<file path="src/rtl/stamp_queue_pkg.sv">
`timescale 1ns/1ps
package stamp_queue_pkg;
   localparam logic [7:0] OFS_CMD     = 8'h50;
   localparam logic [7:0] OFS_RX_STAT = 8'h54;
   localparam logic [7:0] OFS_TX_STAT = 8'h58;
   localparam logic [7:0] OFS_RX_HI   = 8'h60;
   localparam logic [7:0] OFS_RX_LO   = 8'h64;
   localparam logic [7:0] OFS_TX_HI   = 8'h68;
   localparam logic [7:0] OFS_TX_LO   = 8'h6C;

   localparam int LANE_TX   = 0;
   localparam int LANE_RX   = 1;
   localparam int NUM_LANES = 2;

   localparam logic [31:0] CMD_CLEAR_ALL = 32'h0000_000A;

   // command bit that requests (and reports) a pop for a given lane
   function automatic int lane_cmd_bit(input int lane);
      return (lane == LANE_TX) ? 0 : 2;
   endfunction
endpackage

</file>
<file path="src/rtl/stamp_fifo.sv">
`timescale 1ns/1ps
module stamp_fifo #(
   parameter int TS_W  = 64,
   parameter int DEPTH = 16,
   localparam int PTR_W = $clog2(DEPTH),
   localparam int CNT_W = $clog2(DEPTH + 1)
) (
   input  logic             clk,
   input  logic             rst_n,
   input  logic             clr,
   input  logic             push,
   input  logic [TS_W-1:0]  din,
   input  logic             pop,
   output logic [TS_W-1:0]  dout,
   output logic             take,
   output logic [CNT_W-1:0] cnt,
   output logic             ovf
);
   initial begin
      assert (DEPTH >= 2) else $error("stamp_fifo: DEPTH must be at least 2");
      assert (TS_W >= 1)  else $error("stamp_fifo: TS_W must be positive");
   end

   logic [TS_W-1:0]  mem [DEPTH];
   logic [PTR_W-1:0] wr_ptr, rd_ptr, wr_nxt, rd_nxt;
   logic             full, empty, accept, drop;

   assign full   = (cnt == CNT_W'(DEPTH));
   assign empty  = (cnt == '0);
   assign take   = pop && !empty;
   assign accept = push && (!full || take);
   assign drop   = push && full && !take;
   assign dout   = mem[rd_ptr];

   generate
      if ((1 << PTR_W) == DEPTH) begin : g_pow2
         assign wr_nxt = wr_ptr + 1'b1;
         assign rd_nxt = rd_ptr + 1'b1;
      end else begin : g_wrap
         assign wr_nxt = (wr_ptr == PTR_W'(DEPTH - 1)) ? '0 : wr_ptr + 1'b1;
         assign rd_nxt = (rd_ptr == PTR_W'(DEPTH - 1)) ? '0 : rd_ptr + 1'b1;
      end
   endgenerate

   always_ff @(posedge clk) begin
      if (accept) mem[wr_ptr] <= din;
   end

   always_ff @(posedge clk or negedge rst_n) begin
      if (!rst_n) begin
         wr_ptr <= '0;
         rd_ptr <= '0;
         cnt    <= '0;
         ovf    <= 1'b0;
      end else if (clr) begin
         wr_ptr <= '0;
         rd_ptr <= '0;
         cnt    <= '0;
         ovf    <= 1'b0;
      end else begin
         if (accept) wr_ptr <= wr_nxt;
         if (take)   rd_ptr <= rd_nxt;
         if (drop)   ovf    <= 1'b1;
         case ({accept, take})
            2'b10:   cnt <= cnt + 1'b1;
            2'b01:   cnt <= cnt - 1'b1;
            default: cnt <= cnt;
         endcase
      end
   end
endmodule

</file>
<file path="src/rtl/stamp_lane.sv">
`timescale 1ns/1ps
module stamp_lane #(
   parameter int TS_W  = 64,
   parameter int DEPTH = 16,
   localparam int CNT_W = $clog2(DEPTH + 1)
) (
   input  logic             clk,
   input  logic             rst_n,
   input  logic             clr,
   input  logic             strobe,
   input  logic [TS_W-1:0]  stamp,
   input  logic             cmd_wr,
   input  logic             cmd_req,
   output logic [TS_W-1:0]  held,
   output logic             pending,
   output logic             done,
   output logic [CNT_W-1:0] cnt,
   output logic             ovf
);
   logic             pop_go, take;
   logic [TS_W-1:0]  head;

   // a new command write overrides a pop that is still pending
   assign pop_go = pending && !cmd_wr;

   stamp_fifo #(.TS_W(TS_W), .DEPTH(DEPTH)) u_fifo (
      .clk  (clk),
      .rst_n(rst_n),
      .clr  (clr),
      .push (strobe),
      .din  (stamp),
      .pop  (pop_go),
      .dout (head),
      .take (take),
      .cnt  (cnt),
      .ovf  (ovf)
   );

   always_ff @(posedge clk or negedge rst_n) begin
      if (!rst_n) begin
         pending <= 1'b0;
         done    <= 1'b0;
         held    <= '0;
      end else if (clr) begin
         pending <= 1'b0;
         done    <= 1'b0;
         held    <= '0;
      end else begin
         if (cmd_wr) begin
            pending <= cmd_req;
            done    <= 1'b0;
         end else if (pending) begin
            pending <= 1'b0;
            done    <= 1'b1;
         end
         if (take) held <= head;
      end
   end
endmodule

</file>
<file path="src/rtl/stamp_queue_unit.sv">
`timescale 1ns/1ps
module stamp_queue_unit
   import stamp_queue_pkg::*;
#(
   parameter int TS_W   = 64,
   parameter int BUS_W  = 32,
   parameter int ADDR_W = 8,
   parameter int DEPTH  = 16,
   localparam int CNT_W = $clog2(DEPTH + 1)
) (
   input  logic              clk,
   input  logic              rst_n,
   input  logic [TS_W-1:0]   time_now,
   input  logic              tx_strobe,
   input  logic              rx_strobe,
   input  logic              bus_wr,
   input  logic [ADDR_W-1:0] bus_addr,
   input  logic [BUS_W-1:0]  bus_wdata,
   output logic [BUS_W-1:0]  bus_rdata
);
   initial begin
      assert (TS_W == 2 * BUS_W) else $error("stamp_queue_unit: TS_W must be twice BUS_W");
      assert (ADDR_W >= 8)       else $error("stamp_queue_unit: ADDR_W too narrow for the map");
      assert (CNT_W < BUS_W)     else $error("stamp_queue_unit: count does not fit status word");
   end

   logic                             cmd_wr, clr_all;
   logic [NUM_LANES-1:0]             lane_push, lane_req;
   logic [NUM_LANES-1:0]             lane_pend, lane_done, lane_ovf;
   logic [NUM_LANES-1:0][CNT_W-1:0]  lane_cnt;
   logic [NUM_LANES-1:0][TS_W-1:0]   lane_held;
   logic [NUM_LANES-1:0][BUS_W-1:0]  lane_stat;
   logic [BUS_W-1:0]                 cmd_view;

   assign cmd_wr  = bus_wr && (bus_addr == ADDR_W'(OFS_CMD));
   assign clr_all = cmd_wr && (bus_wdata == BUS_W'(CMD_CLEAR_ALL));

   assign lane_push[LANE_TX] = tx_strobe;
   assign lane_push[LANE_RX] = rx_strobe;

   generate
      for (genvar l = 0; l < NUM_LANES; l++) begin : g_lane
         assign lane_req[l] = bus_wdata[lane_cmd_bit(l)];

         stamp_lane #(.TS_W(TS_W), .DEPTH(DEPTH)) u_lane (
            .clk    (clk),
            .rst_n  (rst_n),
            .clr    (clr_all),
            .strobe (lane_push[l]),
            .stamp  (time_now),
            .cmd_wr (cmd_wr && !clr_all),
            .cmd_req(lane_req[l]),
            .held   (lane_held[l]),
            .pending(lane_pend[l]),
            .done   (lane_done[l]),
            .cnt    (lane_cnt[l]),
            .ovf    (lane_ovf[l])
         );

         assign lane_stat[l] = {lane_ovf[l], {(BUS_W-1-CNT_W){1'b0}}, lane_cnt[l]};
      end
   endgenerate

   always_comb begin
      cmd_view = '0;
      for (int l = 0; l < NUM_LANES; l++) cmd_view[lane_cmd_bit(l)] = lane_done[l];
   end

   always_comb begin
      bus_rdata = '0;
      if (bus_addr == ADDR_W'(OFS_CMD))          bus_rdata = cmd_view;
      else if (bus_addr == ADDR_W'(OFS_RX_STAT)) bus_rdata = lane_stat[LANE_RX];
      else if (bus_addr == ADDR_W'(OFS_TX_STAT)) bus_rdata = lane_stat[LANE_TX];
      else if (bus_addr == ADDR_W'(OFS_RX_HI))   bus_rdata = lane_held[LANE_RX][TS_W-1:BUS_W];
      else if (bus_addr == ADDR_W'(OFS_RX_LO))   bus_rdata = lane_held[LANE_RX][BUS_W-1:0];
      else if (bus_addr == ADDR_W'(OFS_TX_HI))   bus_rdata = lane_held[LANE_TX][TS_W-1:BUS_W];
      else if (bus_addr == ADDR_W'(OFS_TX_LO))   bus_rdata = lane_held[LANE_TX][BUS_W-1:0];
   end
endmodule


</file>
<file path="config.mk">
export PLATFORM = sky130hd
export DESIGN_NAME = stamp_queue_unit
export DESIGN_NICKNAME = d
export VERILOG_FILES = /design/src/rtl/stamp_queue_pkg.sv /design/src/rtl/stamp_fifo.sv /design/src/rtl/stamp_lane.sv /design/src/rtl/stamp_queue_unit.sv
export SDC_FILE = /design/constraint.sdc
export NUM_CORES = 2
export LEC_CHECK = 0
export BUFFER_PORTS_ARGS = -buffer_cell sky130_fd_sc_hd__buf_2
export CAP_MARGIN = 20
export CORE_AREA = 4 4 398 400
export DETAILED_ROUTE_END_ITERATION = 8
export DIE_AREA = 0 0 402 404
export PLACE_DENSITY_LB_ADDON = 0.08
export RECOVER_POWER = 25
export SYNTH_ARGS = -nofsm -noshare
export SYNTH_HDL_FRONTEND = slang
export SYNTH_SLANG_ARGS = --single-unit
</file>
<file path="constraint.sdc">
create_clock -name clk -period 7.5 [get_ports clk]
set_input_delay 1.5 -clock clk [delete_from_list [all_inputs] [get_ports clk]]
set_output_delay 1.5 -clock clk [all_outputs]
set_load 0.05 [all_outputs]
</file>
==> metrics <==
EDFF count, synth=2048; most frequent cells in the layout=2048 x edfxtp_1, 620 x mux4_2, 218 x clkbuf_16; Rel. slew slack=-1.18; final setup vio count=0; Fin. Hold Viols=0; # resized after CTS=0; largest net degree at the start of global routing=121; first-pass GRT wire length=317000 um; Fillers=10700; outcome=complete, but fails checks; Port Buffers=140; Pre-Repair DR Iteration Count=6; CP Capture Type=output pin; setup bufs post-CTS=0; main flop type after synthesis=edfxtp_1; RSZ-0062 raised after global routing=false; total track usage=0.277; Crit Path Class=primary input to output pin; Synth async-reset ratio=0.0725; routed length per placed instance=35.8 um; fraction of layout cells with a size suffix above 1=0.280; Post-Syn Instances=3711; initial antenna violation count=21; synthesized area=0.0849 mm^2; clock slew at reported path FFs=0.06 ns; standard-cell rows=145; die height=404 um; syn_area_per_cell=22.9 um^2; post-synthesis cell type count=54; vias per cell=6.63; Max Cap Viol=35; CP startpoint kind=primary input; worst setup path startpoint=bus_addr[2]; FF+latch area=0.0655 mm^2; Mapped Nets=3840; drt initial violations=4765; Max Fclk=0.209 GHz; Max Buffers Root-to-Sink=3; Yosys warning count=0; Num CTS Buffers=212; CTS tree=built; Leak=31.1 nW; Total Wirelength=221000 um; cts hold-fix bufs=0; Fin Clk Skew=0.0311 ns; power density cells=296 mW/mm^2; Via Count=40900; Worst VDD drop=0.234 mV; routability congestion estimate=0.843; vias in the first global route=41600; worst reg2reg path startpoint=g_lane[1].u_lane.u_fifo.rd_ptr[1]; insertion delay to the later sink of the worst-skew pair=0.83 ns; Worst EP arrival=3.29 ns; clk root buf=clkbuf_16; Yosys reg bits=2208; fin nets=4051; Die W=402 um; Least-Margin Pin Slew=3.28 ns; Layout area overhead=12.0%; Clock Sinks=2208; core footprint=0.155 mm^2; I/O pin total=141; DRC errors left=0; Max Transition Viols Final=1166; Routed Antenna Nets=0; Tcrit/Tclk final=0.638; die area=0.162 mm^2; sequential area share after synthesis=0.772; Initial Util=0.547; setup TNS=0 ns; area of the multi-input gates=0.0186 mm^2; Max Fanout on Critical Path=37; final worst path period need=4.79 ns; most common cell after layout, fill and taps aside=edfxtp_1; DP Wirelength=127000 um; remaining global-route overflow=0; CP Data Required Time=6.00 ns; failing checks=max-capacitance violations, max-slew violations; Final Util=0.612; worst hold start=g_lane[1].u_lane.held[13]; Hold Crit Class=register to register; H-tree Lvls=4
-- cells in the mapped netlist (3+ instances only) --
| cell | instances | area (um^2) |
|---|---|---|
| xnor2_1 | 8 | 70.1 |
| mux4_2 | 620 | 14000 |
| mux2i_1 | 71 | 711 |
| a21oi_1 | 42 | 210 |
| nor2b_1 | 35 | 219 |
| a22o_1 | 79 | 692 |
| buf_1 | 16 | 60.1 |
| nand2_1 | 123 | 462 |
| o32ai_1 | 18 | 158 |
| a21o_1 | 3 | 22.5 |
| nor2_1 | 37 | 139 |
| o221ai_1 | 18 | 158 |
| nor4_1 | 8 | 50.1 |
| buf_6 | 9 | 101 |
| or3_1 | 3 | 18.8 |
| and3_1 | 14 | 87.6 |
| xor2_1 | 7 | 61.3 |
| clkbuf_1 | 105 | 394 |
| o21ai_0 | 26 | 130 |
| edfxtp_1 | 2048 | 61500 |
| and2_1 | 3 | 18.8 |
| buf_4 | 20 | 150 |
| ha_1 | 18 | 225 |
| a22oi_1 | 4 | 30.0 |
| inv_1 | 10 | 37.5 |
| o21a_1 | 5 | 37.5 |
| nand3_1 | 60 | 300 |
| buf_2 | 60 | 300 |
| nand4_1 | 3 | 18.8 |
| o21ai_1 | 7 | 35.0 |
| dfrtp_1 | 160 | 4000 |
| o22ai_1 | 21 | 131 |
| nor3_1 | 20 | 100 |
-- cell families after synthesis --
| kind of cell | synth area share |
|---|---|
| flip-flops | 0.772 |
| multiplexers | 0.173 |
| AND/OR/NAND/NOR | 0.0182 |
| AO/OA/AOI/OAI | 0.0201 |
| buffers and inverters | 0.0124 |
| adder cells (fa/ha/maj) | 0.00313 |
| XOR/XNOR | 0.00155 |
-- power breakdown --
| part | total [W] | switching [W] | internal (W) |
|---|---|---|---|
| clock network | 0.0105 | 0.00449 | 0.00598 |
| registers | 0.0150 | 0.000367 | 0.0147 |
| logic | 0.00265 | 0.00174 | 0.000910 |
-- critical path, stage by stage --
cell     delay [ns]
buf_4          0.63
mux4_2         0.68
nor2b_1        0.16
buf_2          0.23
-- stage by stage --
step | setup slack, ns | area [um^2] | power [W] | cells | hold WS (ns)
floorplan | 0.118 | 84900 | 0.0167 | 3711 | 0.459
global placement | 1.96 | 88200 | 0.0178 | 5764 | 0.482
detailed placement | 1.92 | 88200 | 0.0179 | 5765 | 0.487
CTS | 2.70 | 95100 | 0.0283 | 6163 | 0.502
global route | 2.58 | 95100 | 0.0290 | 6165 | 0.519
finish | 2.71 | 95100 | 0.0281 | 6170 | 0.504
-- layer usage --
metal  global-route usage  routed length (um)  vias up
met5                    0                  92        -
met4               0.0836                6860       14
met3               0.0447               17200      329
met2                0.448              109000     1970
met1                0.397               87500    22400
li1                     -                   -    16200
-- worst paths after layout --
path                            slack (ns)  cells past startpoint                           endpoint
worst max-delay path                  2.71                      4                      bus_rdata[21]
max in group asynchronous             3.31                      2  g_lane[1].u_lane.u_fifo.rd_ptr[1]
worst min register to register        0.50                      2          g_lane[1].u_lane.held[13]
worst max register to register        3.82                      6          g_lane[1].u_lane.held[32]
worst min-delay path                  0.50                      2          g_lane[1].u_lane.held[13]
min in group asynchronous             1.77                      1          g_lane[0].u_lane.held[55]
-- flip-flops by register name, indices dropped and copies added, names as in the netlist --
register	count
g_lane.u_lane.u_fifo.rd_ptr	8
g_lane.u_lane.u_fifo.ovf	2
g_lane.u_lane.pending	2
g_lane.u_lane.held	128
g_lane.u_lane.u_fifo.mem	2048
g_lane.u_lane.u_fifo.cnt	10
g_lane.u_lane.done	2
g_lane.u_lane.u_fifo.wr_ptr	8
-- cell type report --
cell class / instances / share of cell area
tap: 2058 / 0.0271
multi-input combinational: 1281 / 0.195
clock buffer: 288 / 0.0619
clock inverter: 110 / 0.0101
timing repair buffer: 207 / 0.0155
sequential: 2208 / 0.689
inverter: 12 / 0.000474
antenna: 6 / 0.000158
(Power assumes the default switching activity.)
